--- config.mk ---
export PLATFORM = sky130hd
export DESIGN_NAME = pinmux_qual_bank
export DESIGN_NICKNAME = d
export VERILOG_FILES = /design/src/rtl/pinmux_pkg.sv /design/src/rtl/pinmux_cfg.sv /design/src/rtl/pinmux_strobe.sv /design/src/rtl/pinmux_qual.sv /design/src/rtl/pinmux_qual_bank.sv
export SDC_FILE = /design/constraint.sdc
export NUM_CORES = 1
export LEC_CHECK = 0
export BUFFER_PORTS_ARGS = -buffer_cell sky130_fd_sc_hd__buf_4
export CAP_MARGIN = 20
export CORE_UTILIZATION = 35
export DETAILED_ROUTE_END_ITERATION = 12
export GPL_TIMING_DRIVEN = 0
export SETUP_SLACK_MARGIN = 0.3
export SYNTH_ARGS = -nofsm -noshare
export SYNTH_HDL_FRONTEND = slang
export SYNTH_HIERARCHICAL = 1
export SYNTH_SLANG_ARGS = --single-unit
--- constraint.sdc ---
create_clock -name clk -period 2.9 [get_ports clk]
set_clock_uncertainty 0.2 [all_clocks]
set_input_delay 0.145 -clock clk [delete_from_list [all_inputs] [get_ports clk]]
set_output_delay 0.145 -clock clk [all_outputs]
set_load 0.01 [all_outputs]
--- src/rtl/pinmux_pkg.sv ---
package pinmux_pkg;
    localparam int ADDR_W = 3;

    localparam logic [ADDR_W-1:0] REG_MODE = 3'd0;
    localparam logic [ADDR_W-1:0] REG_DIR  = 3'd1;
    localparam logic [ADDR_W-1:0] REG_DOUT = 3'd2;
    localparam logic [ADDR_W-1:0] REG_QCNT = 3'd3;
    localparam logic [ADDR_W-1:0] REG_QDIV = 3'd4;
endpackage

--- src/rtl/pinmux_cfg.sv ---
module pinmux_cfg #(
    parameter int NPINS = 16,
    parameter int CNTW  = 4,
    parameter int DIVW  = 8
) (
    input  logic                           clk,
    input  logic                           rst_n,
    input  logic                           wr_en,
    input  logic [pinmux_pkg::ADDR_W-1:0]  wr_addr,
    input  logic [NPINS-1:0]               wr_data,
    output logic [NPINS-1:0]               mode_o,
    output logic [NPINS-1:0]               dir_o,
    output logic [NPINS-1:0]               dout_o,
    output logic [CNTW-1:0]                qcnt_o,
    output logic [DIVW-1:0]                qdiv_o,
    output logic                           qclr_o
);
    import pinmux_pkg::*;

    typedef struct packed {
        logic [NPINS-1:0] mode;
        logic [NPINS-1:0] dir;
        logic [NPINS-1:0] dout;
        logic [CNTW-1:0]  qcnt;
        logic [DIVW-1:0]  qdiv;
        logic             clr;
    } cfg_t;

    cfg_t cfg_d, cfg_q;

    always_comb begin
        cfg_d     = cfg_q;
        cfg_d.clr = 1'b0;
        if (wr_en) begin
            case (wr_addr)
                REG_MODE: cfg_d.mode = wr_data;
                REG_DIR:  cfg_d.dir  = wr_data;
                REG_DOUT: cfg_d.dout = wr_data;
                REG_QCNT: begin
                    cfg_d.qcnt = wr_data[CNTW-1:0];
                    cfg_d.clr  = 1'b1;
                end
                REG_QDIV: cfg_d.qdiv = wr_data[DIVW-1:0];
                default:  ;
            endcase
        end
    end

    always_ff @(posedge clk or negedge rst_n) begin
        if (!rst_n) cfg_q <= '0;
        else        cfg_q <= cfg_d;
    end

    assign mode_o = cfg_q.mode;
    assign dir_o  = cfg_q.dir;
    assign dout_o = cfg_q.dout;
    assign qcnt_o = cfg_q.qcnt;
    assign qdiv_o = cfg_q.qdiv;
    assign qclr_o = cfg_q.clr;

    // writes to unmapped addresses leave every register untouched
    a_r5_unmapped_ignored: assert property (@(posedge clk) disable iff (!rst_n)
        (wr_en && wr_addr > REG_QDIV) |=>
            ($stable(mode_o) && $stable(dir_o) && $stable(dout_o) &&
             $stable(qcnt_o) && $stable(qdiv_o)));

    // the filter clear pulse lasts one cycle and follows a count write
    a_r10_clear_after_write: assert property (@(posedge clk) disable iff (!rst_n)
        qclr_o |-> $past(wr_en && wr_addr == REG_QCNT));
endmodule

--- src/rtl/pinmux_strobe.sv ---
module pinmux_strobe #(
    parameter int DIVW = 8
) (
    input  logic            clk,
    input  logic            rst_n,
    input  logic [DIVW-1:0] div_i,
    output logic            strobe_o
);
    typedef struct packed {
        logic [DIVW-1:0] cnt;
    } div_t;

    div_t div_d, div_q;

    always_comb begin
        strobe_o = (div_q.cnt >= div_i);
        div_d    = div_q;
        if (strobe_o) div_d.cnt = '0;
        else          div_d.cnt = div_q.cnt + 1'b1;
    end

    always_ff @(posedge clk or negedge rst_n) begin
        if (!rst_n) div_q <= '0;
        else        div_q <= div_d;
    end

    // with a non-zero divider, two strobes never come back to back
    a_r9_strobe_spacing: assert property (@(posedge clk) disable iff (!rst_n)
        (strobe_o && div_i != '0) |=> (!strobe_o || div_i == '0));
endmodule

--- src/rtl/pinmux_qual.sv ---
module pinmux_qual #(
    parameter int CNTW    = 4,
    parameter bit QUAL_EN = 1'b1
) (
    input  logic            clk,
    input  logic            rst_n,
    input  logic            pin_i,
    input  logic            strobe_i,
    input  logic [CNTW-1:0] qcnt_i,
    input  logic            clr_i,
    output logic            qual_o
);
    typedef struct packed {
        logic            sync1;
        logic            sync2;
        logic            qual;
        logic [CNTW-1:0] run;
    } flt_t;

    flt_t flt_d, flt_q;
    logic            bypass;
    logic [CNTW:0]   run_nx;

    assign bypass = !QUAL_EN || (qcnt_i == '0);
    assign run_nx = {1'b0, flt_q.run} + {{CNTW{1'b0}}, 1'b1};

    always_comb begin
        flt_d       = flt_q;
        flt_d.sync1 = pin_i;
        flt_d.sync2 = flt_q.sync1;
        if (bypass) begin
            flt_d.qual = flt_q.sync2;
            flt_d.run  = '0;
        end else if (clr_i) begin
            flt_d.run  = '0;
        end else if (strobe_i) begin
            if (flt_q.sync2 != flt_q.qual) begin
                if (run_nx >= {1'b0, qcnt_i}) begin
                    flt_d.qual = flt_q.sync2;
                    flt_d.run  = '0;
                end else begin
                    flt_d.run  = run_nx[CNTW-1:0];
                end
            end else begin
                flt_d.run = '0;
            end
        end
    end

    always_ff @(posedge clk or negedge rst_n) begin
        if (!rst_n) flt_q <= '0;
        else        flt_q <= flt_d;
    end

    assign qual_o = flt_q.qual;

    // with the filter off, the output is the synchronized level one clock later
    a_r6_bypass_follow: assert property (@(posedge clk) disable iff (!rst_n)
        bypass |=> (qual_o == $past(flt_q.sync2)));

    // an active filter changes its output only on a strobe
    a_r7_hold_between_strobes: assert property (@(posedge clk) disable iff (!rst_n)
        (!bypass && !strobe_i) |=> $stable(qual_o));

    // a clear cycle never moves the output
    a_r10_clear_holds: assert property (@(posedge clk) disable iff (!rst_n)
        (!bypass && clr_i) |=> $stable(qual_o));
endmodule

--- src/rtl/pinmux_qual_bank.sv ---
module pinmux_qual_bank #(
    parameter int               NPINS     = 16,
    parameter int               CNTW      = 4,
    parameter int               DIVW      = 8,
    parameter logic [NPINS-1:0] QUAL_PINS = 16'h00FF
) (
    input  logic                          clk,
    input  logic                          rst_n,
    input  logic                          wr_en,
    input  logic [pinmux_pkg::ADDR_W-1:0] wr_addr,
    input  logic [NPINS-1:0]              wr_data,
    input  logic [NPINS-1:0]              pad_in,
    output logic [NPINS-1:0]              pad_out,
    output logic [NPINS-1:0]              pad_oe,
    input  logic [NPINS-1:0]              periph_out,
    input  logic [NPINS-1:0]              periph_oe,
    output logic [NPINS-1:0]              periph_in,
    output logic [NPINS-1:0]              gpio_din
);
    logic [NPINS-1:0] mode_q, dir_q, dout_q, qual;
    logic [CNTW-1:0]  qcnt_q;
    logic [DIVW-1:0]  qdiv_q;
    logic             qclr_q;
    logic             strobe;

    pinmux_cfg #(.NPINS(NPINS), .CNTW(CNTW), .DIVW(DIVW)) u_cfg (
        .clk     (clk),
        .rst_n   (rst_n),
        .wr_en   (wr_en),
        .wr_addr (wr_addr),
        .wr_data (wr_data),
        .mode_o  (mode_q),
        .dir_o   (dir_q),
        .dout_o  (dout_q),
        .qcnt_o  (qcnt_q),
        .qdiv_o  (qdiv_q),
        .qclr_o  (qclr_q)
    );

    pinmux_strobe #(.DIVW(DIVW)) u_strobe (
        .clk      (clk),
        .rst_n    (rst_n),
        .div_i    (qdiv_q),
        .strobe_o (strobe)
    );

    for (genvar i = 0; i < NPINS; i++) begin : g_pin
        pinmux_qual #(.CNTW(CNTW), .QUAL_EN(QUAL_PINS[i])) u_qual (
            .clk      (clk),
            .rst_n    (rst_n),
            .pin_i    (pad_in[i]),
            .strobe_i (strobe),
            .qcnt_i   (qcnt_q),
            .clr_i    (qclr_q),
            .qual_o   (qual[i])
        );

        always_comb begin
            if (mode_q[i]) begin
                pad_oe[i]    = periph_oe[i];
                pad_out[i]   = periph_out[i];
                periph_in[i] = qual[i];
            end else begin
                pad_oe[i]    = dir_q[i];
                pad_out[i]   = dout_q[i];
                periph_in[i] = 1'b0;
            end
        end

        // a pin in general-purpose mode hands nothing to the peripheral
        a_r4_periph_in_quiet: assert property (@(posedge clk) disable iff (!rst_n)
            !mode_q[i] |-> !periph_in[i]);
    end

    assign gpio_din = qual;

    // the first cycle after reset has every driver off
    a_r1_drivers_off: assert property (@(posedge clk) disable iff (!rst_n)
        $past(!rst_n) |-> (pad_oe == '0 && gpio_din == '0));
endmodule

== Word-level counts from Yosys, hierarchy flattened ==
Cells that the tools add are included.
Widths: inputs -> output; s select.
Word-level totals
  input port bits: 70
  flip-flop bits (word level): 149
  logic and storage cells: 242
  output and inout bits: 64
Cells by class
  add/subtract/negate cells: 9
  $lt $le $gt $ge: 9
  mux-type cells: 115
  eq/ne operators: 13
  reductions and logical operators: 33
Operators by type and width (number)
  $mux 4: 24
  $mux 5: 16
  $mux 1: 74
  $add 4x1->5 const B: 8
  $ge 5x4->1: 8
  $reduce_bool 2->1: 17
  $reduce_and 4->1: 8
  $reduce_and 2->1: 5
  $add 8x1->8 const B: 1
  $ge 8x8->1: 1
  $mux 8: 1
  $ne 1x1->1: 8
  $eq 3x2->1 const B: 2
  $logic_not 4->1: 1
  $eq 3x1->1 const B: 1
  $eq 3x3->1 const B: 1
  $logic_not 3->1: 1
  $reduce_bool 3->1: 1
  $ne 2x1->1 const B: 1

== Depth between registers and ports, before layout ==
Gate-level depths: netlist of the first run.
  word-level depth: 7
  depth in mapped cells: 8

== By module ==
The synthesis of the first run kept the hierarchy.
By module, submodules not included
  pinmux_qual (g_pin[0].u_qual ...): area an instance 427.9 sq um, cells each 39, instances 8
  pinmux_cfg: area an instance 2337.2 sq um, cells each 133, instances 1
  pinmux_qual (g_pin[10].u_qual ...): area an instance 75.1 sq um, cells each 3, instances 8
  pinmux_qual_bank: area an instance 555.5 sq um, cells each 48, instances 1
  pinmux_strobe: area an instance 555.5 sq um, cells each 54, instances 1

== Least setup slack after synthesis of the first run ==
No wires, ideal clock.
  path kind: register to register
  from: reg u_strobe/div_q[6] (netlist name)
  to: reg g_pin[0].u_qual/flt_q[2] (netlist name)
  buffers on the path: 0
  setup time: 0.065 ns
  cell stages (with the launch flop): 8
  arrival: 2.385 ns
  slack: 0.250 ns
  required time: 2.635 ns
  clock period less this slack: 2.650 ns
  cells stage by stage: dfrtp_1 > ha_1 > and3_1 > o211ai_1 > o21ai_2 > or4b_4 > a211oi_2 > a21o_1
Between the ends
  cells in the longest elaborated chain, start to end: 2
RTL lines
  start: declaration: RTL line pinmux_strobe.sv:13  | div_t div_d, div_q;
  start signal: assignment: RTL line pinmux_strobe.sv:24  | else div_q <= div_d;
  $ge 8x8->1: RTL line pinmux_strobe.sv:16  | strobe_o = (div_q.cnt >= div_i);
  net strobe: RTL line pinmux_qual_bank.sv:24  | logic strobe;
  $reduce_bool 3->1 (no line)
  end signal: assignment: RTL line pinmux_qual.sv:52  | else flt_q <= flt_d;
  end: declaration: RTL line pinmux_qual.sv:20  | flt_t flt_d, flt_q;
The timed path passes the listed nets, and every way through them passes these cells.
A chain may end at the register's enable or synchronous reset.

== Worst setup path after layout of the first run ==
  from: reg u_strobe/div_q[7] (netlist name)
  to: reg g_pin[0].u_qual/flt_q[2] (netlist name)
Same word-level chain as after synthesis.

==> impl_metrics.json, run 1 <==
{
  "clockBufferDepth": 2,
  "post-dp-hpwl_um": 11820,
  "firstDrtPassIters": 4,
  "end_kind": "register",
  "fmax_ghz": 0.3978,
  "internal_power_mw": 5.244,
  "switching_power_mw": 2.534,
  "min_to": "u_cfg/qclr_o$_DFF_PN0_",
  "core_area_um2": 20960,
  "startpoint": "u_strobe/div_q[7]$_DFF_PN0_",
  "setup_viol": 0,
  "ys_top_cells_by_area": "dfrtp_1 50%, mux2_2 9.0%, ha_1 8.2%",
  "cp.required_ns": 3.05,
  "htree_num_levels": 4,
  "grt_overflow": 0,
  "grt_antenna_before_repair": 0,
  "rows": 53,
  "p_per_area_nw_per_um2": 772.7,
  "drtIter0Drc": 167,
  "synth-seq-cells": 149,
  "async_reset_ff_frac": 1.000,
  "io_buffers": 133,
  "setup_tns_ns": 0,
  "power_switching_share": 0.3258,
  "drt-total-wl_um": 17640,
  "routedWlPerCell_um": 16.61,
  "report.final.hold_viol_count": 0,
  "r2r_cells": 9,
  "start_kind": "register",
  "gp_congestion": 0.7974,
  "vias": 5328,
  "dp.cells": 980,
  "root_buffer": "clkbuf_16",
  "fin_util": 0.4803,
  "max_slew.worst_pin.slew_ns": 1.060,
  "post-route-drc-count": 0,
  "status": "complete, no violations",
  "final.min_clock_period_ns": 2.514,
  "drive_gt1_frac": 0.4295,
  "initial_core_util": 0.3566,
  "hp-start": "wr_addr[2]",
  "cp_max_fo": 5,
  "synth_most_common_cell": "dfrtp_1",
  "synth.distinct_cells": 36,
  "dpl_cell_area_um2": 8853,
  "synthFlopType": "dfrtp_1",
  "holdPathStages": 3,
  "cts.sinks": 149,
  "hold_path.class": "primary input to register",
  "path_class": "register to register",
  "viasPerCell": 5.017,
  "relSlewSlack": 0.2933,
  "final_area_um2": 10060,
  "clockPowerShare": 0.290,
  "syn_avg_cell_area_um2": 13.09,
  "timing.reg2reg.setup_slack_ns": 0.39,
  "peakVddDrop_mv": 0.5026,
  "syn_area_um2": 7472,
  "dieArea_um2": 21940,
  "yosysSeqAreaShare": 0.4990,
  "fin_ws_ns": 0.3862,
  "nets": 893,
  "ant_nets": 0,
  "yosysTopAreaCellShare": 0.4990,
  "arrival_ns": 2.66,
  "power.leakage_nw": 4.765,
  "min_period_over_period": 0.8668,
  "r2r-start": "u_strobe/div_q[7]$_DFF_PN0_",
  "dp_worst_setup_slack_ns": 0.01669,
  "grt_max_degree": 92,
  "die_h_um": 148.1,
  "clkSlewWorstSetupHoldPaths_ns": 0.06,
  "instances_no_fill": 1062,
  "drv_slew": 0,
  "postSynthCellCount": 571,
  "yosysWarnings": 6,
  "synth_nets": 690,
  "grt_pass1_wl_um": 28950,
  "cts_tree": "built",
  "rsz0062_at_grt": "yes",
  "reg2reg_to": "g_pin[0].u_qual/flt_q[2]$_DFFE_PN0P_",
  "grtUsageTotal": 0.1690,
  "ios": 134,
  "maxCapViolCount": 0,
  "combPwrFrac": 0.334,
  "yosys-top-cells-count": "149 x dfrtp_1, 60 x mux2_2, 49 x ha_1",
  "pwr-share-seq": 0.376,
  "area_delta_synth_final_pct": 34.70,
  "synth_top_cell_by_area": "dfrtp_1",
  "antenna_cells": 0,
  "die_x_um": 148.1,
  "cts_buffers": 17,
  "clock_latency_ns": 0.42,
  "grt_pass1_vias": 5704,
  "synth_edf_count": 0
}
==> layout make-up <==
cell class | instances | area, um2
Fill cell | 1864 | 10890
Tap cell | 275 | 344.1
Timing Repair Buffer | 182 | 1506
Clock buffer | 20 | 466.7
Sequential cell | 149 | 3730
Multi-Input combinational cell | 376 | 3657
Inverter | 42 | 157.7
Buffer | 6 | 61.31
Clock inverter | 12 | 141.4
==> kinds of logic (layout without fill, tap and decap cells) <==
family,count (synthesis),after routing,share of synthesized area
flip-flops,149,149,0.4990
XOR/XNOR,22,22,0.02579
AO/OA/AOI/OAI,86,88,0.09963
buffers and inverters,48,262,0.02930
adder cells (fa/ha/maj),49,49,0.08205
AND/OR/NAND/NOR,117,117,0.1015
multiplexers,100,100,0.1628
==> per-layer routing <==
layer  track usage  wire [um]  part of all wire
met5             0          0                 0
met4       0.05206        265             0.015
met3       0.04387        980             0.056
met2        0.2840       8628              0.49
met1        0.2122       7765              0.44
==> sequential cells by signal, indices dropped and copies added, names as in the netlist <==
| name | flops |
|---|---|
| u_cfg/qclr_o | 1 |
| g_pin.u_qual/flt_d | 24 |
| u_strobe/div_q | 8 |
| u_cfg/qdiv_o | 8 |
| u_cfg/dir_o | 16 |
| g_pin.u_qual/flt_q | 40 |
| u_cfg/dout_o | 16 |
| g_pin.u_qual/qual_o | 16 |
| u_cfg/mode_o | 16 |
| u_cfg/qcnt_o | 4 |
==> cell usage in the layout (no fill, tap or decap), drive strengths merged, types with 2 or more instances in the layout <==
cell         count
a22o            16
dlygate4sd3     35
xor2             4
nor3             8
o31ai            8
clkinvlp         4
a21o             9
nor4             8
and4bb           3
a211oi          16
ha              49
nand3           12
nand2           16
a31oi           16
and2            16
o21ai           19
clkbuf          20
xnor2           18
nor2            16
inv             47
mux2           100
buf            153
nand2b          25
or4b             8
dfrtp          149
and3             3
bufinv           2
==> worst max-delay path, stage by stage, from the launching register on <==
cell and delay, ns:
dfrtp_1 0.42, ha_4 0.29, and3_4 0.19, o211ai_1 0.11, buf_4 0.15, o21ai_4 0.13
buf_6 0.14, or4b_4 0.49, a211oi_2 0.22, a21o_1 0.11
==> worst max-delay path by stage <==
stage	end
2_1_floorplan	g_pin[0].u_qual/flt_q[2]$_DFFE_PN0P_
3_3_place_gp	g_pin[0].u_qual/flt_q[2]$_DFFE_PN0P_
3_5_place_dp	g_pin[6].u_qual/flt_q[2]$_DFFE_PN0P_
4_1_cts	g_pin[3].u_qual/qual_o$_DFFE_PN0P_
5_1_grt	g_pin[0].u_qual/flt_q[2]$_DFFE_PN0P_
6_report	g_pin[0].u_qual/flt_q[2]$_DFFE_PN0P_
==> repair_timing <==
| action | CTS | global route |
|---|---|---|
| pin swaps | 5 | 4 |
| hold endpoints to repair | 134 | 0 |
| cloned | 2 | 0 |
| hold buffers | 35 | 0 |
| setup buffers | 10 | 3 |
| gates resized for setup | 13 | 8 |
| setup endpoints to repair | 40 | 40 |
==> power by group through the flow <==
stage / combinational [mW] / clock (mW) / sequential [mW]
after CTS: 2.57 / 2.32 / 2.92
final: 2.60 / 2.25 / 2.93
after detailed placement: 2.34 / 0 / 2.95
after floorplan: 1.58 / 0 / 2.83
after global routing: 2.85 / 2.41 / 3.00
after global placement: 2.26 / 0 / 2.94
==> stage by stage <==
step                hold WS, ns  total power [mW]
global route            0.06650             8.257
global placement        0.05584             5.196
CTS                     0.03198             7.810
floorplan               -0.3506             4.407
finish                  0.06239             7.777
detailed placement     -0.04902             5.291
No activity file was read; power rests on OpenSTA's default activity.
==> run 2: changes to the inputs <==
--- a/config.mk
+++ b/config.mk
@@ -5,13 +5,12 @@
 export SDC_FILE = /design/constraint.sdc
 export NUM_CORES = 1
 export LEC_CHECK = 0
-export BUFFER_PORTS_ARGS = -buffer_cell sky130_fd_sc_hd__buf_4
 export CAP_MARGIN = 20
 export CORE_UTILIZATION = 35
 export DETAILED_ROUTE_END_ITERATION = 12
+export DONT_BUFFER_PORTS = 1
 export GPL_TIMING_DRIVEN = 0
 export SETUP_SLACK_MARGIN = 0.3
 export SYNTH_ARGS = -nofsm -noshare
 export SYNTH_HDL_FRONTEND = slang
-export SYNTH_HIERARCHICAL = 1
 export SYNTH_SLANG_ARGS = --single-unit
==> run 2 against run 1 <==
Compared with the run above:
- the run now ends with negative hold slack left
- sequential power shrank 4%
- combinational power shrank 12%
- sequential share of layout area grew 4.3 points
- clock power grew 7%
- largest power group unchanged
- utilization shrank 4.2 points
- non-clock buffer count shrank 108
- register-to-register slack lost 0.03 ns
==> impl_metrics.json, run 2 <==
{
  "postSynthCellCount": 595,
  "report.final.hold_viol_count": 149,
  "cts_buffers": 17,
  "dp_worst_setup_slack_ns": 0.05281,
  "grt_pass1_wl_um": 28500,
  "synth-seq-cells": 149,
  "firstDrtPassIters": 4,
  "fmax_ghz": 0.3929,
  "ys_top_cells_by_area": "dfrtp_1 50%, mux2_2 14%, ha_1 8.2%",
  "crit_slowest_cell": "a2111oi_4",
  "cts_tree": "built",
  "setup_tns_ns": 0,
  "synth_top_cell_by_area": "dfrtp_1",
  "async_reset_ff_frac": 1.000,
  "core_area_um2": 20560,
  "drtIter0Drc": 297,
  "path_class": "register to register",
  "power.leakage_nw": 4.018,
  "io_buffers": 0,
  "grt_antenna_before_repair": 0,
  "die_x_um": 147.8,
  "final_cell_mix": "146 x dfrtp_1, 92 x mux2_2, 47 x ha_1",
  "synth_edf_count": 0,
  "synthFlopType": "dfrtp_1",
  "area_delta_synth_final_pct": 21.13,
  "ant_nets": 0,
  "initial_core_util": 0.3620,
  "p_per_area_nw_per_um2": 832.1,
  "clkSlewWorstSetupHoldPaths_ns": 0.07,
  "rsz0062_at_grt": "yes",
  "synth_nets": 714,
  "crit_path_max_incr_delay_ns": 0.43,
  "die_h_um": 147.8,
  "post-route-drc-count": 0,
  "grt_overflow": 0,
  "max_slew.worst_pin.slew_ns": 0.8508,
  "fin_ws_ns": 0.3548,
  "yosys-top-cells-count": "149 x dfrtp_1, 92 x mux2_2, 49 x ha_1",
  "r2r_cells": 8,
  "rows": 52,
  "reg2reg_to": "g_pin[2].u_qual.qual_o$_DFFE_PN0P_",
  "antenna_cells": 0,
  "clockBufferDepth": 2,
  "final_area_um2": 9015,
  "vias": 4965,
  "relSlewSlack": 0.4285,
  "peakVddDrop_mv": 0.5378,
  "routedWlPerCell_um": 19.22,
  "largest_reg_flops": 40,
  "syn_avg_cell_area_um2": 12.51,
  "yosysSeqAreaShare": 0.5010,
  "setup_viol": 0,
  "whs_ns": -0.7865,
  "dieArea_um2": 21850,
  "status": "complete, but fails checks",
  "final_common_cell": "dfrtp_1",
  "cp.required_ns": 3.02,
  "cts.sinks": 149,
  "yosysWarnings": 0,
  "maxCapViolCount": 0,
  "fin_util": 0.4385,
  "root_buffer": "clkbuf_16",
  "nets": 782,
  "regMostFlops": "g_pin.u_qual.flt_q",
  "hold_path.class": "primary input to asynchronous set/reset pin",
  "grtUsageTotal": 0.1722,
  "failed_checks": "negative hold slack",
  "cp_max_fo": 7,
  "r2r-start": "u_strobe.div_q[0]$_DFF_PN0_",
  "min_period_over_period": 0.8776,
  "final.min_clock_period_ns": 2.545,
  "timing.reg2reg.setup_slack_ns": 0.35,
  "drv_slew": 0,
  "start_kind": "register",
  "grt_max_degree": 150,
  "crit_chain": "inv_1, ha_1, nand2b_4, a2111oi_4, o31ai_4, buf_12, a31oi_1, mux2_2",
  "clock_latency_ns": 0.43,
  "drt-total-wl_um": 18180,
  "synth.distinct_cells": 45,
  "synth_most_common_cell": "dfrtp_1",
  "postCtsHoldBufs": 41,
  "arrival_ns": 2.66,
  "gp_congestion": 0.8118,
  "syn_area_um2": 7442,
  "drive_gt1_frac": 0.3062,
  "dpl_cell_area_um2": 7780,
  "grt_pass1_vias": 5272,
  "end_kind": "register",
  "viasPerCell": 5.248,
  "yosysTopAreaCellShare": 0.5010,
  "ios": 134,
  "htree_num_levels": 4,
  "p_total_mw": 7.501,
  "post-dp-hpwl_um": 12500
}
run 2: changes by cell type after synthesis, moves of 14 or more:
cell,change
buf_4,+22
and3_1,+15
mux2_1,-15
mux2_2,+32
a22o_1,-16
nand2b_1,-16
nor2_1,+16
o21ai_0,+24
a211oi_2,-16
xor2_1,+14
mux2_4,-24
inv_1,-29
run 2: critical path, delay by kind of cell (launching register included):
kind | cells | cell delay, ns
adder cells (fa/ha/maj) | 1 | 0.26
multiplexers | 1 | 0.36
buffers and inverters | 2 | 0.24
AO/OA/AOI/OAI | 3 | 0.83
AND/OR/NAND/NOR | 1 | 0.15
flip-flops | 1 | 0.41
run 2: metrics by stage:
stage	hold WS, ns	cells
2_1_floorplan	-0.3506	595
3_3_place_gp	-0.3401	865
3_5_place_dp	-0.3437	865
4_1_cts	-0.8081	938
5_1_grt	-0.8149	946
6_report	-0.7865	946
run 2: logic make-up (layout without fill, tap and decap cells):
logic type | after synthesis | in the layout | synth area share
flops | 149 | 149 | 0.5010
simple gates | 134 | 134 | 0.1066
compound gates | 97 | 97 | 0.09903
mux | 93 | 93 | 0.1407
fa+ha+maj | 49 | 49 | 0.08238
buf+inv | 44 | 125 | 0.03615
xor+xnor | 29 | 29 | 0.03413
run 2: final cells by class:
type | instances | area [um2]
fillers | 1894 | 11540
multi-input cells | 402 | 3552
inverters | 13 | 52.55
repair buffers | 49 | 480.5
plain buffers | 31 | 222.7
well taps | 270 | 337.8
clock inverters | 15 | 211.5
clock buffers | 17 | 425.4
flip-flops and latches | 149 | 3732
run 2: layer usage:
layer	GRT usage	up-vias	wire, um
li1	-	2301	-
met1	0.2178	2525	8107
met2	0.2804	109	8960
met3	0.04167	30	726
met4	0.07371	0	383
met5	0	-	0
run 2: worst max-delay path by stage:
stage	slack, ns	cells past startpoint	start	to
2_1_floorplan	0.49	8	g_pin[6].u_qual.flt_q[0]$_DFFE_PN0P_	g_pin[6].u_qual.qual_o$_DFFE_PN0P_
6_report	0.35	8	u_strobe.div_q[0]$_DFF_PN0_	g_pin[2].u_qual.qual_o$_DFFE_PN0P_
5_1_grt	0.25	8	u_strobe.div_q[0]$_DFF_PN0_	g_pin[2].u_qual.qual_o$_DFFE_PN0P_
3_3_place_gp	0.09	6	u_cfg.qcnt_o[0]$_DFFE_PN0P_	g_pin[1].u_qual.qual_o$_DFFE_PN0P_
3_5_place_dp	0.05	6	u_cfg.qcnt_o[0]$_DFFE_PN0P_	g_pin[1].u_qual.qual_o$_DFFE_PN0P_
4_1_cts	0.31	8	u_strobe.div_q[0]$_DFF_PN0_	g_pin[6].u_qual.qual_o$_DFFE_PN0P_
run 2: power by group:
group	internal (mW)	leakage (nW)	switching [mW]
registers	2.44	1.84	0.364
clock network	1.40	0.309	0.998
logic	1.13	1.87	1.17
total	4.97	4.02	2.53
run 2: repair_timing:
action | 4_1_cts | 5_1_grt
cloned | 0 | 1
hold endpoints to repair | 226 | 149
buffers inserted | 0 | 7
endpoints found under the setup margin | 37 | 31
gates resized for setup | 12 | 21
pin swaps | 3 | 9
==> run 3: changes to the inputs <==
--- a/config.mk
+++ b/config.mk
@@ -6,7 +6,7 @@
 export NUM_CORES = 1
 export LEC_CHECK = 0
 export CAP_MARGIN = 20
-export CORE_UTILIZATION = 35
+export CORE_UTILIZATION = 27
 export DETAILED_ROUTE_END_ITERATION = 12
 export DONT_BUFFER_PORTS = 1
 export GPL_TIMING_DRIVEN = 0
==> constraint.sdc (replaced) <==
create_clock -name clk -period 2.1 [get_ports clk]
set_clock_uncertainty 0.2 [all_clocks]
set_input_delay 0.105 -clock clk [delete_from_list [all_inputs] [get_ports clk]]
set_output_delay 0.105 -clock clk [all_outputs]
set_load 0.01 [all_outputs]
==> run 3 against run 2 <==
Compared with the run above:
- the flow finishes with violations (negative hold slack, negative setup slack)
- non-clock buffer count rose by 50
- maximum frequency rose by 4.5%
- worst setup slack got worse by 0.69 ns
- via count rose by 5.4%
- wire length rose by 12%
- first-iteration DRC count fell by 0.34%
- power rose by 57%
- cell count rose by 13%
- clock-buffer cell count did not move
- highest routed layer is now met5
==> impl_metrics.json, run 3 (synthesis gave the netlist of run 2 again) <==
{
  "status": "complete, but fails checks",
  "failed_checks": "negative hold slack, negative setup slack",
  "die_x_um": 168.0,
  "instances_no_fill": 1069,
  "io_buffers": 0,
  "whs_ns": -0.8361,
  "regMostFlops": "g_pin.u_qual.flt_q",
  "final_cell_mix": "142 x dfrtp_1, 85 x mux2_2, 62 x buf_4",
  "power_switching_share": 0.3568,
  "clockPowerShare": 0.260,
  "grt_pass1_vias": 5271,
  "report.final.hold_viol_count": 149,
  "p_per_area_nw_per_um2": 1138,
  "maxCapViolCount": 0,
  "power.leakage_nw": 4.429,
  "viasPerCell": 4.897,
  "nets": 832,
  "routedWlPerCell_um": 19.00,
  "core_area_um2": 27030,
  "cts_buffers": 17,
  "dp_worst_setup_slack_ns": -0.5817,
  "end_kind": "register",
  "peakVddDrop_mv": 0.6751,
  "grt_pass1_wl_um": 30180,
  "start_kind": "register",
  "fmax_ghz": 0.4106,
  "cp_max_fo": 6,
  "rsz0062_at_grt": "yes",
  "initial_core_util": 0.2754,
  "dieArea_um2": 28230,
  "switching_power_mw": 4.208,
  "min_period_over_period": 1.160,
  "crit_buf_inv": 3,
  "final_common_cell": "dfrtp_1",
  "clockBufferDepth": 2,
  "drtIter0Drc": 296,
  "gp_congestion": 0.8006,
  "dp.cells": 936,
  "crit_chain": "ha_1, nand4_1, buf_4, o31a_4, buf_6, clkbuf_16, and3_1, a31o_2",
  "root_buffer": "clkbuf_16",
  "pwr-share-seq": 0.328,
  "final_area_um2": 10370,
  "path_class": "register to register",
  "fin_util": 0.3836,
  "grt_overflow": 0,
  "drv_slew": 0,
  "cts.sinks": 149,
  "die_h_um": 168.0,
  "final.min_clock_period_ns": 2.436,
  "rows": 60,
  "r2r_cells": 8,
  "dpl_cell_area_um2": 8003,
  "ff_latch_area_um2": 3737,
  "combPwrFrac": 0.412,
  "clkSlewWorstSetupHoldPaths_ns": 0.07,
  "hold_path.class": "primary input to asynchronous set/reset pin",
  "firstDrtPassIters": 4,
  "cp.required_ns": 2.21,
  "internal_power_mw": 7.587,
  "arrival_ns": 2.55,
  "reg2reg_to": "g_pin[0].u_qual.flt_q[1]$_DFFE_PN0P_",
  "largest_reg_flops": 40,
  "fin_ws_ns": -0.3357,
  "area_delta_synth_final_pct": 39.29,
  "crit_slowest_cell": "dfrtp_1",
  "cts_tree": "built",
  "critPathTopFamily": "compound AO/OA/AOI/OAI gates",
  "htree_num_levels": 4,
  "post-route-drc-count": 0,
  "setup_viol": 48,
  "fillers": 2492,
  "ios": 134,
  "cp_num_cells": 8,
  "grt_antenna_before_repair": 2,
  "relSlewSlack": 0.4299,
  "multi_input_area_um2": 4288,
  "max_slew.worst_pin.slew_ns": 0.8543,
  "grt_max_degree": 150,
  "ant_nets": 0,
  "post-dp-hpwl_um": 12490,
  "grtUsageTotal": 0.1413,
  "timing.reg2reg.setup_slack_ns": -0.34,
  "crit_path_max_incr_delay_ns": 0.41,
  "vias": 5235,
  "r2r-start": "u_strobe.div_q[6]$_DFF_PN0_",
  "clock_latency_ns": 0.43,
  "drive_gt1_frac": 0.4656,
  "drt-total-wl_um": 20310
}
[run 3: layout make-up]
type,count,area share
antenna,2,0.0004828
buffer,31,0.02474
clock buffer,17,0.04104
clock inverter,15,0.01714
inverter,13,0.005794
multi-input combinational,402,0.4136
sequential,149,0.3605
tap,341,0.04116
timing repair buffer,99,0.09547
[run 3: stage by stage]
step / power, mW / TNS, ns
global placement: 6.905 / -22.82
detailed placement: 6.953 / -22.98
finish: 11.80 / -11.82
CTS: 11.33 / -9.743
global route: 12.39 / -14.46
floorplan: 6.197 / -2.442
[run 3: how the worst max path moves through the flow]
| stage | from | to | slack [ns] |
|---|---|---|---|
| after floorplan | u_strobe.div_q[0]$_DFF_PN0_ | g_pin[6].u_qual.qual_o$_DFFE_PN0P_ | -0.19 |
| after global routing | g_pin[5].u_qual.flt_q[0]$_DFFE_PN0P_ | g_pin[5].u_qual.qual_o$_DFFE_PN0P_ | -0.40 |
| final | u_strobe.div_q[6]$_DFF_PN0_ | g_pin[0].u_qual.flt_q[1]$_DFFE_PN0P_ | -0.34 |
| after CTS | g_pin[6].u_qual.flt_q[0]$_DFFE_PN0P_ | g_pin[6].u_qual.qual_o$_DFFE_PN0P_ | -0.29 |
| after global placement | u_cfg.qcnt_o[0]$_DFFE_PN0P_ | g_pin[7].u_qual.flt_q[3]$_DFFE_PN0P_ | -0.59 |
| after detailed placement | u_cfg.qcnt_o[0]$_DFFE_PN0P_ | g_pin[0].u_qual.flt_q[3]$_DFFE_PN0P_ | -0.58 |
[run 3: power by group through the flow]
stage	clock network (mW)	registers (mW)	logic [mW]
after global placement	0	3.96	2.95
final	3.06	3.87	4.86
after detailed placement	0	3.97	2.98
after global routing	3.27	3.95	5.18
after floorplan	0	3.74	2.46
after CTS	3.13	3.89	4.31
[run 3: repair_timing]
item / in CTS / in global routing
gates resized for setup: 82 / 72
hold endpoints to repair: 226 / 150
pin swaps: 43 / 34
endpoints found under the setup margin: 48 / 100
buffers inserted: 33 / 21
gates cloned: 2 / 1
hold buffers: 40 / 2
[run 3: per-layer routing]
metal  global-route usage  up-vias  part of all wire
li1                     -     2402                 -
met1               0.1820     2637              0.45
met2               0.2335      159              0.48
met3              0.02656       35             0.037
met4              0.05624        2             0.026
met5                    0        -            0.0033
